<file path="src/rtl/ictl_pkg.sv">
package ictl_pkg;
  typedef enum logic [1:0] {
    REG_EVENT  = 2'd0,
    REG_ENABLE = 2'd1,
    REG_ACK    = 2'd2,
    REG_LEVEL  = 2'd3
  } reg_sel_e;

  // Address block (16 bytes each) used by a bank; block 0 is the status word.
  function automatic int bank_block(input int bank, input int num_banks);
    return num_banks - bank;
  endfunction
endpackage

</file>
<file path="src/rtl/ictl_sync.sv">
module ictl_sync #(
  parameter int WIDTH  = 64,
  parameter int STAGES = 2
) (
  input  logic             clk,
  input  logic             rst,
  input  logic [WIDTH-1:0] raw_i,
  output logic [WIDTH-1:0] sync_o,
  output logic [WIDTH-1:0] rise_o
);
  timeunit 1ns; timeprecision 1ps;

  logic [WIDTH-1:0] stage_q [STAGES];
  logic [WIDTH-1:0] prev_q;

  always_ff @(posedge clk) begin
    if (rst) begin
      for (int i = 0; i < STAGES; i++) stage_q[i] <= '0;
      prev_q <= '0;
    end else begin
      stage_q[0] <= raw_i;
      for (int i = 1; i < STAGES; i++) stage_q[i] <= stage_q[i-1];
      prev_q <= stage_q[STAGES-1];
    end
  end

  assign sync_o = stage_q[STAGES-1];
  assign rise_o = stage_q[STAGES-1] & ~prev_q;
endmodule

</file>
<file path="src/rtl/ictl_bank.sv">
module ictl_bank #(
  parameter int         W        = 32,
  parameter logic [W-1:0] LVL_MASK = '0
) (
  input  logic         clk,
  input  logic         rst,
  input  logic [W-1:0] lvl_i,
  input  logic [W-1:0] rise_i,
  input  logic         en_wr,
  input  logic         ack_wr,
  input  logic [W-1:0] wdata,
  output logic [W-1:0] ev_o,
  output logic [W-1:0] en_o,
  output logic [W-1:0] pend_o
);
  timeunit 1ns; timeprecision 1ps;

  logic [W-1:0] ev_q, en_q, rise_ok, clr;

  assign rise_ok = rise_i & en_q & ~LVL_MASK;
  assign clr     = ack_wr ? wdata : '0;

  always_ff @(posedge clk) begin
    if (rst) begin
      ev_q <= '0;
      en_q <= '0;
    end else begin
      ev_q <= (ev_q & ~clr) | rise_ok;
      if (en_wr) en_q <= wdata;
    end
  end

  assign ev_o   = ev_q;
  assign en_o   = en_q;
  assign pend_o = en_q & (ev_q | (lvl_i & LVL_MASK));

  AST_ACK_CLEARS: assert property (@(posedge clk) disable iff (rst)
    ack_wr |=> ((ev_q & $past(wdata & ~rise_ok)) == '0));
  AST_SET_NEEDS_ENABLE: assert property (@(posedge clk) disable iff (rst)
    ((ev_q & ~$past(ev_q) & ~$past(en_q)) == '0));
  AST_LEVEL_NOT_LATCHED: assert property (@(posedge clk) disable iff (rst)
    ((ev_q & LVL_MASK) == '0));
endmodule

</file>
<file path="src/rtl/ictl_prio.sv">
module ictl_prio #(
  parameter int N     = 64,
  parameter int IDX_W = $clog2(N)
) (
  input  logic [N-1:0]     pend_i,
  output logic             valid_o,
  output logic [IDX_W-1:0] idx_o
);
  timeunit 1ns; timeprecision 1ps;

  // Scan upward so the highest set bit is the one left standing.
  always_comb begin
    valid_o = 1'b0;
    idx_o   = '0;
    for (int i = 0; i < N; i++) begin
      if (pend_i[i]) begin
        valid_o = 1'b1;
        idx_o   = i[IDX_W-1:0];
      end
    end
  end
endmodule

</file>
<file path="src/rtl/banked_intc.sv">
module banked_intc #(
  parameter int NUM_BANKS = 2,
  parameter int BANK_W    = 32,
  parameter int SYNC_STG  = 2,
  parameter int ADDR_W    = $clog2((NUM_BANKS + 1) * 16),
  parameter logic [NUM_BANKS*BANK_W-1:0] LEVEL_MASK = 64'h0000_0000_1ff0_0000
) (
  input  logic                        clk,
  input  logic                        rst,
  input  logic [NUM_BANKS*BANK_W-1:0] src_i,
  input  logic [ADDR_W-1:0]           bus_addr,
  input  logic                        bus_wr,
  input  logic [BANK_W-1:0]           bus_wdata,
  output logic [BANK_W-1:0]           bus_rdata,
  output logic                        irq_o
);
  timeunit 1ns; timeprecision 1ps;
  import ictl_pkg::*;

  localparam int NUM_SRC = NUM_BANKS * BANK_W;
  localparam int IDX_W   = $clog2(NUM_SRC);
  localparam int BLK_W   = ADDR_W - 4;

  logic [NUM_SRC-1:0] lvl_s, rise_s, ev_all, en_all, pend_all;
  logic [BLK_W-1:0]   blk;
  reg_sel_e           rsel;
  logic               win_valid;
  logic [IDX_W-1:0]   win_idx;
  logic [BANK_W-1:0]  rd_c, rdata_q;
  logic               irq_q;

  assign blk  = bus_addr[ADDR_W-1:4];
  assign rsel = reg_sel_e'(bus_addr[3:2]);

  ictl_sync #(.WIDTH(NUM_SRC), .STAGES(SYNC_STG)) u_sync (
    .clk(clk), .rst(rst), .raw_i(src_i), .sync_o(lvl_s), .rise_o(rise_s)
  );

  for (genvar b = 0; b < NUM_BANKS; b++) begin : g_bank
    localparam int BLK = bank_block(b, NUM_BANKS);
    logic hit;
    assign hit = (int'(blk) == BLK) && bus_wr;

    ictl_bank #(.W(BANK_W), .LVL_MASK(LEVEL_MASK[b*BANK_W +: BANK_W])) u_bank (
      .clk    (clk),
      .rst    (rst),
      .lvl_i  (lvl_s[b*BANK_W +: BANK_W]),
      .rise_i (rise_s[b*BANK_W +: BANK_W]),
      .en_wr  (hit && rsel == REG_ENABLE),
      .ack_wr (hit && rsel == REG_ACK),
      .wdata  (bus_wdata),
      .ev_o   (ev_all[b*BANK_W +: BANK_W]),
      .en_o   (en_all[b*BANK_W +: BANK_W]),
      .pend_o (pend_all[b*BANK_W +: BANK_W])
    );
  end

  ictl_prio #(.N(NUM_SRC), .IDX_W(IDX_W)) u_prio (
    .pend_i(pend_all), .valid_o(win_valid), .idx_o(win_idx)
  );

  always_comb begin
    rd_c = '0;
    if (int'(blk) == 0 && rsel == REG_EVENT)
      rd_c = {win_valid, {(BANK_W-1-IDX_W){1'b0}}, win_idx};
    for (int b = 0; b < NUM_BANKS; b++) begin
      if (int'(blk) == NUM_BANKS - b) begin
        case (rsel)
          REG_EVENT:  rd_c = ev_all[b*BANK_W +: BANK_W];
          REG_ENABLE: rd_c = en_all[b*BANK_W +: BANK_W];
          REG_LEVEL:  rd_c = lvl_s[b*BANK_W +: BANK_W];
          default:    rd_c = '0;
        endcase
      end
    end
  end

  always_ff @(posedge clk) begin
    if (rst) begin
      rdata_q <= '0;
      irq_q   <= 1'b0;
    end else begin
      rdata_q <= rd_c;
      irq_q   <= win_valid;
    end
  end

  assign bus_rdata = rdata_q;
  assign irq_o     = irq_q;

  AST_IRQ_FOLLOWS_WINNER: assert property (@(posedge clk) disable iff (rst)
    irq_q == $past(win_valid));
  AST_WIN_IS_PENDING: assert property (@(posedge clk) disable iff (rst)
    win_valid |-> pend_all[win_idx]);
  AST_WIN_IS_HIGHEST: assert property (@(posedge clk) disable iff (rst)
    win_valid |-> ((pend_all >> win_idx) == NUM_SRC'(1)));
  AST_RESET_CLEARS: assert property (@(posedge clk) disable iff (rst)
    $fell(rst) |-> (!irq_q && en_all == '0 && ev_all == '0));
endmodule

</file>
<file path="config.mk">
export PLATFORM = sky130hd
export DESIGN_NAME = banked_intc
export DESIGN_NICKNAME = d
export VERILOG_FILES = /design/src/rtl/ictl_pkg.sv /design/src/rtl/ictl_sync.sv /design/src/rtl/ictl_bank.sv /design/src/rtl/ictl_prio.sv /design/src/rtl/banked_intc.sv
export SDC_FILE = /design/constraint.sdc
export NUM_CORES = 1
export LEC_CHECK = 0
export BUFFER_PORTS_ARGS = -buffer_cell sky130_fd_sc_hd__buf_2
export CAP_MARGIN = 20
export CORE_MARGIN = 5
export CORE_UTILIZATION = 45
export DETAILED_ROUTE_END_ITERATION = 10
export GPL_ROUTABILITY_DRIVEN = 0
export SYNTH_ARGS = -nofsm -noshare
export SYNTH_HDL_FRONTEND = slang
export SYNTH_SLANG_ARGS = --single-unit
</file>
<file path="constraint.sdc">
create_clock -name clk -period 2.35 [get_ports clk]
set_input_delay 0.47 -clock clk [delete_from_list [all_inputs] [get_ports clk]]
set_output_delay 0.47 -clock clk [all_outputs]
set_load 0.005 [all_outputs]
</file>
==> results_dict.tcl, run 1 <==
set metrics [dict create \
    status "complete, no violations" \
    totalWireLength_um 35020 \
    rrSetupSlack_ns 0.33 \
    vdd_drop_max_mv 0.5534 \
    yosys_warnings 0 \
    dp_hpwl_um 23590 \
    finalClockSkew_ns 0.009086 \
    dieWidth_um 181.4 \
    regToRegStartpoint "g_bank[0].u_bank.ev_o[26]" \
    power_mw 12.20 \
    arrival_ns 2.40 \
    postCtsSetupRepairBufs 0 \
    rsz0062_at_grt "false" \
    drc 0 \
    setup_viol 0 \
    final_nets 1739 \
    path_depth 6 \
    synth-edff-count 0 \
    n_fill_cell 2780 \
    fmax_ghz 0.4950 \
    layout.cells.non_filler 2046 \
    async_flop_share_pct 0 \
    tns_ns 0 \
    p_leak_nw 6.019 \
    core_um2 28860 \
    drtIter0Drc 858 \
    antenna_left 0 \
    antenna_found_initial 4 \
    netlist_area_um2 13220 \
    slew_violations 0 \
    grt_pass1_wl_um 56500 \
    firstDrtPassIters 6 \
    grt_max_degree 106 \
    cts_inserted_buffers 36 \
    yosysSeqAreaShare_pct 52.09 \
    crit_slowest_cell "nor4_2" \
    hp-class "in -> reg" \
    viasPerCell 5.272 \
    die_y_um 181.4 \
    path_clk_slew_ns 0.06 \
    rows 62 \
    globalRouteTotalUtil_pct 20.84 \
    tritoncts "built" \
    design.die.area_um2 32910 \
    cp_slowest_stage_delay_ns 0.39 \
    hold_buffers 0 \
    synth_area_leaders "dfxtp_1, nand2_1, nor2b_1" \
    path_class "reg -> reg" \
    synth.distinct_cells 53 \
    synth_nets 1622 \
    area_growth_pct 16.96 \
    synth_top_area_cell "dfxtp_1" \
    power.density_nw_per_um2 789.2 \
    maxCapViolations 0 \
    grt_overflow 0 \
    cts_root_buf "clkbuf_16" \
    cp.required_ns 2.73 \
    path_common_cell "o21ai_1" \
    max_slew_margin_pct 42.58 \
    routedWlPerCell_um 17.12 \
    path_cells "o21ai_1 > nand4_1 > nor4_2 > o21ai_1 > a222oi_1 > nor2_1" \
    cp-end-kind "flip-flop" \
    synth_top_flop_cell "dfxtp_1" \
    route.vias.total 10790 \
    endpoint "bus_rdata[4]" \
    synth_seq_cells 344 \
    grt_pass1_vias 10590 \
    worst_pin_slew_ns 0.8613 \
    ios 138 \
    timing.hold.ws_ns 0.1724 \
    cp-start-kind "flip-flop" \
    fin_crit_ns 2.020 \
    placed_cells 1980 \
    start_util_pct 45.81 \
    finalCritPeriodShare_pct 85.97 \
    insertion_delay_ns 0.51 \
    startpoint "g_bank[0].u_bank.ev_o[26]" \
    rr_endpoint "bus_rdata[4]" \
    cts.path.max_buffers 3 \
    cp_top_family "compound AO/OA/AOI/OAI gates" \
    avgSynthCellArea_um2 8.715 \
    cts_resized 0 \
    portBuffers 135 \
    path_max_fanout 4 \
    cts_sinks 344 \
    netlist_instances 1517 \
    drive_above_1_share_pct 14.47 \
    reg2reg_depth 6 \
    yosysTopAreaCellShare_pct 52.09 \
    crit_buf_inv 0 \
    htree_levels 2 \
    hold_viol 0 \
]
## worst min-delay path by stage
stage	from	to	slack, ns	cells after the start
floorplan	u_sync.stage_q[0][36]	u_sync.stage_q[0][100]	0.41	1
global placement	u_sync.stage_q[0][50]	u_sync.stage_q[0][114]	0.42	1
detailed placement	u_sync.stage_q[0][27]	u_sync.stage_q[0][91]	0.42	1
CTS	src_i[6]	u_sync.stage_q[0][6]	0.16	2
global route	src_i[19]	u_sync.stage_q[0][19]	0.16	2
finish	src_i[29]	u_sync.stage_q[0][29]	0.17	2
## cells in the final DEF (no fill, tap or decap), types with 12 or more instances in the layout
cell type    n
clkbuf_16   37
buf_4       26
a21oi_1    107
nor2_1     110
a32oi_1     38
mux2i_1     64
nand2_1    317
nor2b_1    184
a22oi_1     45
inv_1       35
o21ai_0     72
buf_2      133
dfxtp_1    344
nand2b_1    13
nand3_1     12
## power by group
part	total (mW)	internal, mW	leakage [nW]	switching (mW)
clock	5.58	3.32	0.573	2.25
combinational	0.571	0.228	2.64	0.343
sequential	6.06	5.98	2.80	0.0758
## per-stage QoR
stage / setup slack (ns) / cell area, µm² / util (%)
2_1_floorplan: 0.6651 / 13220 / -
3_3_place_gp: 0.3857 / 14290 / 49.51
3_5_place_dp: 0.3707 / 14290 / 49.51
4_1_cts: 0.3616 / 15450 / 53.56
5_1_grt: 0.2262 / 15460 / 53.57
6_report: 0.3297 / 15460 / 53.58
## cells by family (layout without fill, tap and decap cells)
logic type	Yosys count	count (layout)	share of synthesized area (%)
multiplexers	64	64	4.846
AO/OA/AOI/OAI	317	317	15.18
flip-flops	344	344	52.09
buffers and inverters	121	263	3.985
AND/OR/NAND/NOR	671	671	23.90
other	0	3	0
## cell type report
class                      count  area [µm²]  area share, %
multi-input combinational   1052        5813          37.60
timing repair buffer         165       975.9          6.312
sequential                   344        6887          44.54
clock inverter                13       122.6         0.7930
clock buffer                  50        1045          6.757
inverter                      35       131.4         0.8497
tap                          384       480.5          3.107
antenna                        3       7.507        0.04855
## synthesized netlist by cell type, drive strengths merged, types with 5 or more instances
| library cell | count |
|---|---|
| dfxtp | 344 |
| nand2 | 318 |
| nor2b | 184 |
| nor2 | 116 |
| a21oi | 107 |
| o21ai | 82 |
| mux2i | 64 |
| clkbuf | 50 |
| a22oi | 48 |
| a32oi | 38 |
| buf | 36 |
| inv | 35 |
| nand2b | 13 |
| nand3 | 12 |
| nand4 | 9 |
| a222oi | 5 |
| a31oi | 5 |
## layer usage
| metal | track usage, % | vias up | part of all wire, % | wire length (µm) |
|---|---|---|---|---|
| met4 | 6.034 | 2 | 2.4 | 852 |
| li1 | - | 5332 | - | - |
| met5 | 0 | - | 0.057 | 20 |
| met2 | 33.98 | 304 | 46 | 16190 |
| met3 | 3.721 | 66 | 5.5 | 1917 |
| met1 | 28.53 | 5083 | 46 | 16040 |
## sequential cells by signal, summed over array words and instances, names as in the netlist
name / cells
g_bank.u_bank.ev_o: 64
bus_rdata: 32
u_sync.stage_q: 128
u_sync.prev_q: 55
irq_o: 1
g_bank.u_bank.en_o: 64
(Power assumes the default switching activity.)
==> run 2, diff against run 1 <==
==> constraint.sdc (replaced) <==
create_clock -name clk -period 2.35 [get_ports clk]
set_input_delay 0.1175 -clock clk [delete_from_list [all_inputs] [get_ports clk]]
set_output_delay 0.1175 -clock clk [all_outputs]
set_load 0.005 [all_outputs]
==> run 2 against run 1 <==
Power rose by 2.7%. Critical path type unchanged. Largest cell class unchanged. Worst hold slack got worse by 0.049 ns. Sequential share of layout area fell by 2.6 points. Utilization rose by 3.4 points. Flip-flop and latch count did not move. Critical endpoint unchanged. Die area did not move. Final cell count rose by 4.3%. Register-to-register slack got worse by 0.11 ns. Combinational power rose by 22%.
==> results_dict.tcl, run 2 (synthesis results as in run 1) <==
set metrics [dict create \
    fin_crit_ns 2.126 \
    dieWidth_um 181.4 \
    postCtsSetupRepairBufs 0 \
    tns_ns 0 \
    maxCapViolations 0 \
    ios 138 \
    path_class "reg -> reg" \
    timing.hold.ws_ns 0.1236 \
    fmax_ghz 0.4704 \
    final_nets 1834 \
    hold_viol 0 \
    rsz0062_at_grt "false" \
    cts_resized 0 \
    insertion_delay_ns 0.52 \
    power.density_nw_per_um2 762.9 \
    start_util_pct 45.81 \
    rows 62 \
    cts.path.max_buffers 3 \
    path_max_fanout 4 \
    grt_overflow 0 \
    portBuffers 135 \
    tritoncts "built" \
    setup_viol 0 \
    largest_register "u_sync.stage_q" \
    antenna_left 0 \
    core_um2 28860 \
    firstDrtPassIters 5 \
    route.vias.total 11190 \
    use_met2_pct 35.02 \
    dpl_cell_area_um2 14240 \
    vdd_drop_max_mv 0.4898 \
    finalClockSkew_ns 0.009762 \
    routedWlPerCell_um 17.03 \
    fin_area_um2 16430 \
    gr-usage-met1_pct 28.84 \
    use_met3_pct 3.621 \
    totalWireLength_um 36350 \
    drive_above_1_share_pct 13.54 \
    hp-class "in -> reg" \
    layout.cells.non_filler 2135 \
    grt_max_degree 85 \
    busiest_layer "met2" \
    fin_ws_ns 0.2242 \
    area_growth_pct 24.31 \
    path_clk_slew_ns 0.06 \
    finalCritPeriodShare_pct 90.46 \
    drc 0 \
    die_y_um 181.4 \
    cts_sinks 344 \
    rrSetupSlack_ns 0.22 \
    cts_root_buf "clkbuf_16" \
    largest_reg_flops 128 \
    grt_pass1_wl_um 58040 \
    worst_pin_slew_ns 0.6558 \
    diodes 0 \
    cts_inserted_buffers 38 \
    mostFrequentLayoutCell "dfxtp_1" \
    status "complete, no violations" \
    arrival_ns 2.51 \
    placed_cells 1976 \
    htree_levels 2 \
    dp_hpwl_um 23710 \
    mostFrequentLayoutCells "dfxtp_1, nand2_1, nor2b_1" \
    antenna_found_initial 0 \
    slew_violations 0 \
    cp-start-kind "flip-flop" \
    design.die.area_um2 32910 \
    drtIter0Drc 865 \
    cp.required_ns 2.73 \
    dp_slack_ns 0.2655 \
    viasPerCell 5.241 \
    globalRouteTotalUtil_pct 21.45 \
    p_leak_nw 6.425 \
    max_slew_margin_pct 56.23 \
    cp-end-kind "flip-flop" \
    grt_pass1_vias 10870 \
]
[run 2: stage by stage]
| step | total power, mW | utilization, % |
|---|---|---|
| global placement | 6.748 | 49.36 |
| detailed placement | 6.754 | 49.36 |
| floorplan | 6.494 | - |
| finish | 12.54 | 56.95 |
| CTS | 12.66 | 56.95 |
| global route | 12.97 | 56.95 |
[run 2: final timing paths]
check	startpoint	end	depth (start not counted)
setup / recovery	u_sync.stage_q[0][88]	bus_rdata[4]	6
hold / removal	bus_wr	g_bank[1].u_bank.ev_o[13]	6
setup reg to reg	u_sync.stage_q[0][88]	bus_rdata[4]	6
hold reg to reg	u_sync.stage_q[0][58]	u_sync.stage_q[0][122]	1
[run 2: cell type report]
class / count / area (µm²)
fillers: 2644 / 12420
flip-flops and latches: 344 / 6887
multi-input cells: 1052 / 5813
repair buffers: 258 / 1904
clock buffers: 49 / 1096
well taps: 384 / 480.5
inverters: 35 / 131.4
clock inverters: 13 / 122.6
[run 2: critical path: stages (launching register included)]
cell,delay (ns)
dfxtp_1,0.34
o21ai_1,0.33
nand4_1,0.33
nor4_2,0.42
o21ai_1,0.15
a222oi_1,0.36
nor2_1,0.08
[run 2: repair_timing]
item / in CTS / in global routing
endpoints found under the setup margin: 0 / 0
hold endpoints to repair: 193 / 0
hold buffers: 97 / 0
[run 2: routing by layer]
layer  vias to the layer above  wire [µm]
li1                       5519          -
met1                      5212      15900
met2                       379      16810
met3                        79       2453
met4                         0       1187
met5                         -          0
[run 2: power by group]
| group | internal (mW) | total (mW) | switching (mW) | leakage [nW] |
|---|---|---|---|---|
| clock network | 3.49 | 5.78 | 2.29 | 0.599 |
| registers | 5.98 | 6.06 | 0.0771 | 2.80 |
| logic | 0.327 | 0.698 | 0.371 | 3.02 |
| total | 9.80 | 12.5 | 2.74 | 6.43 |
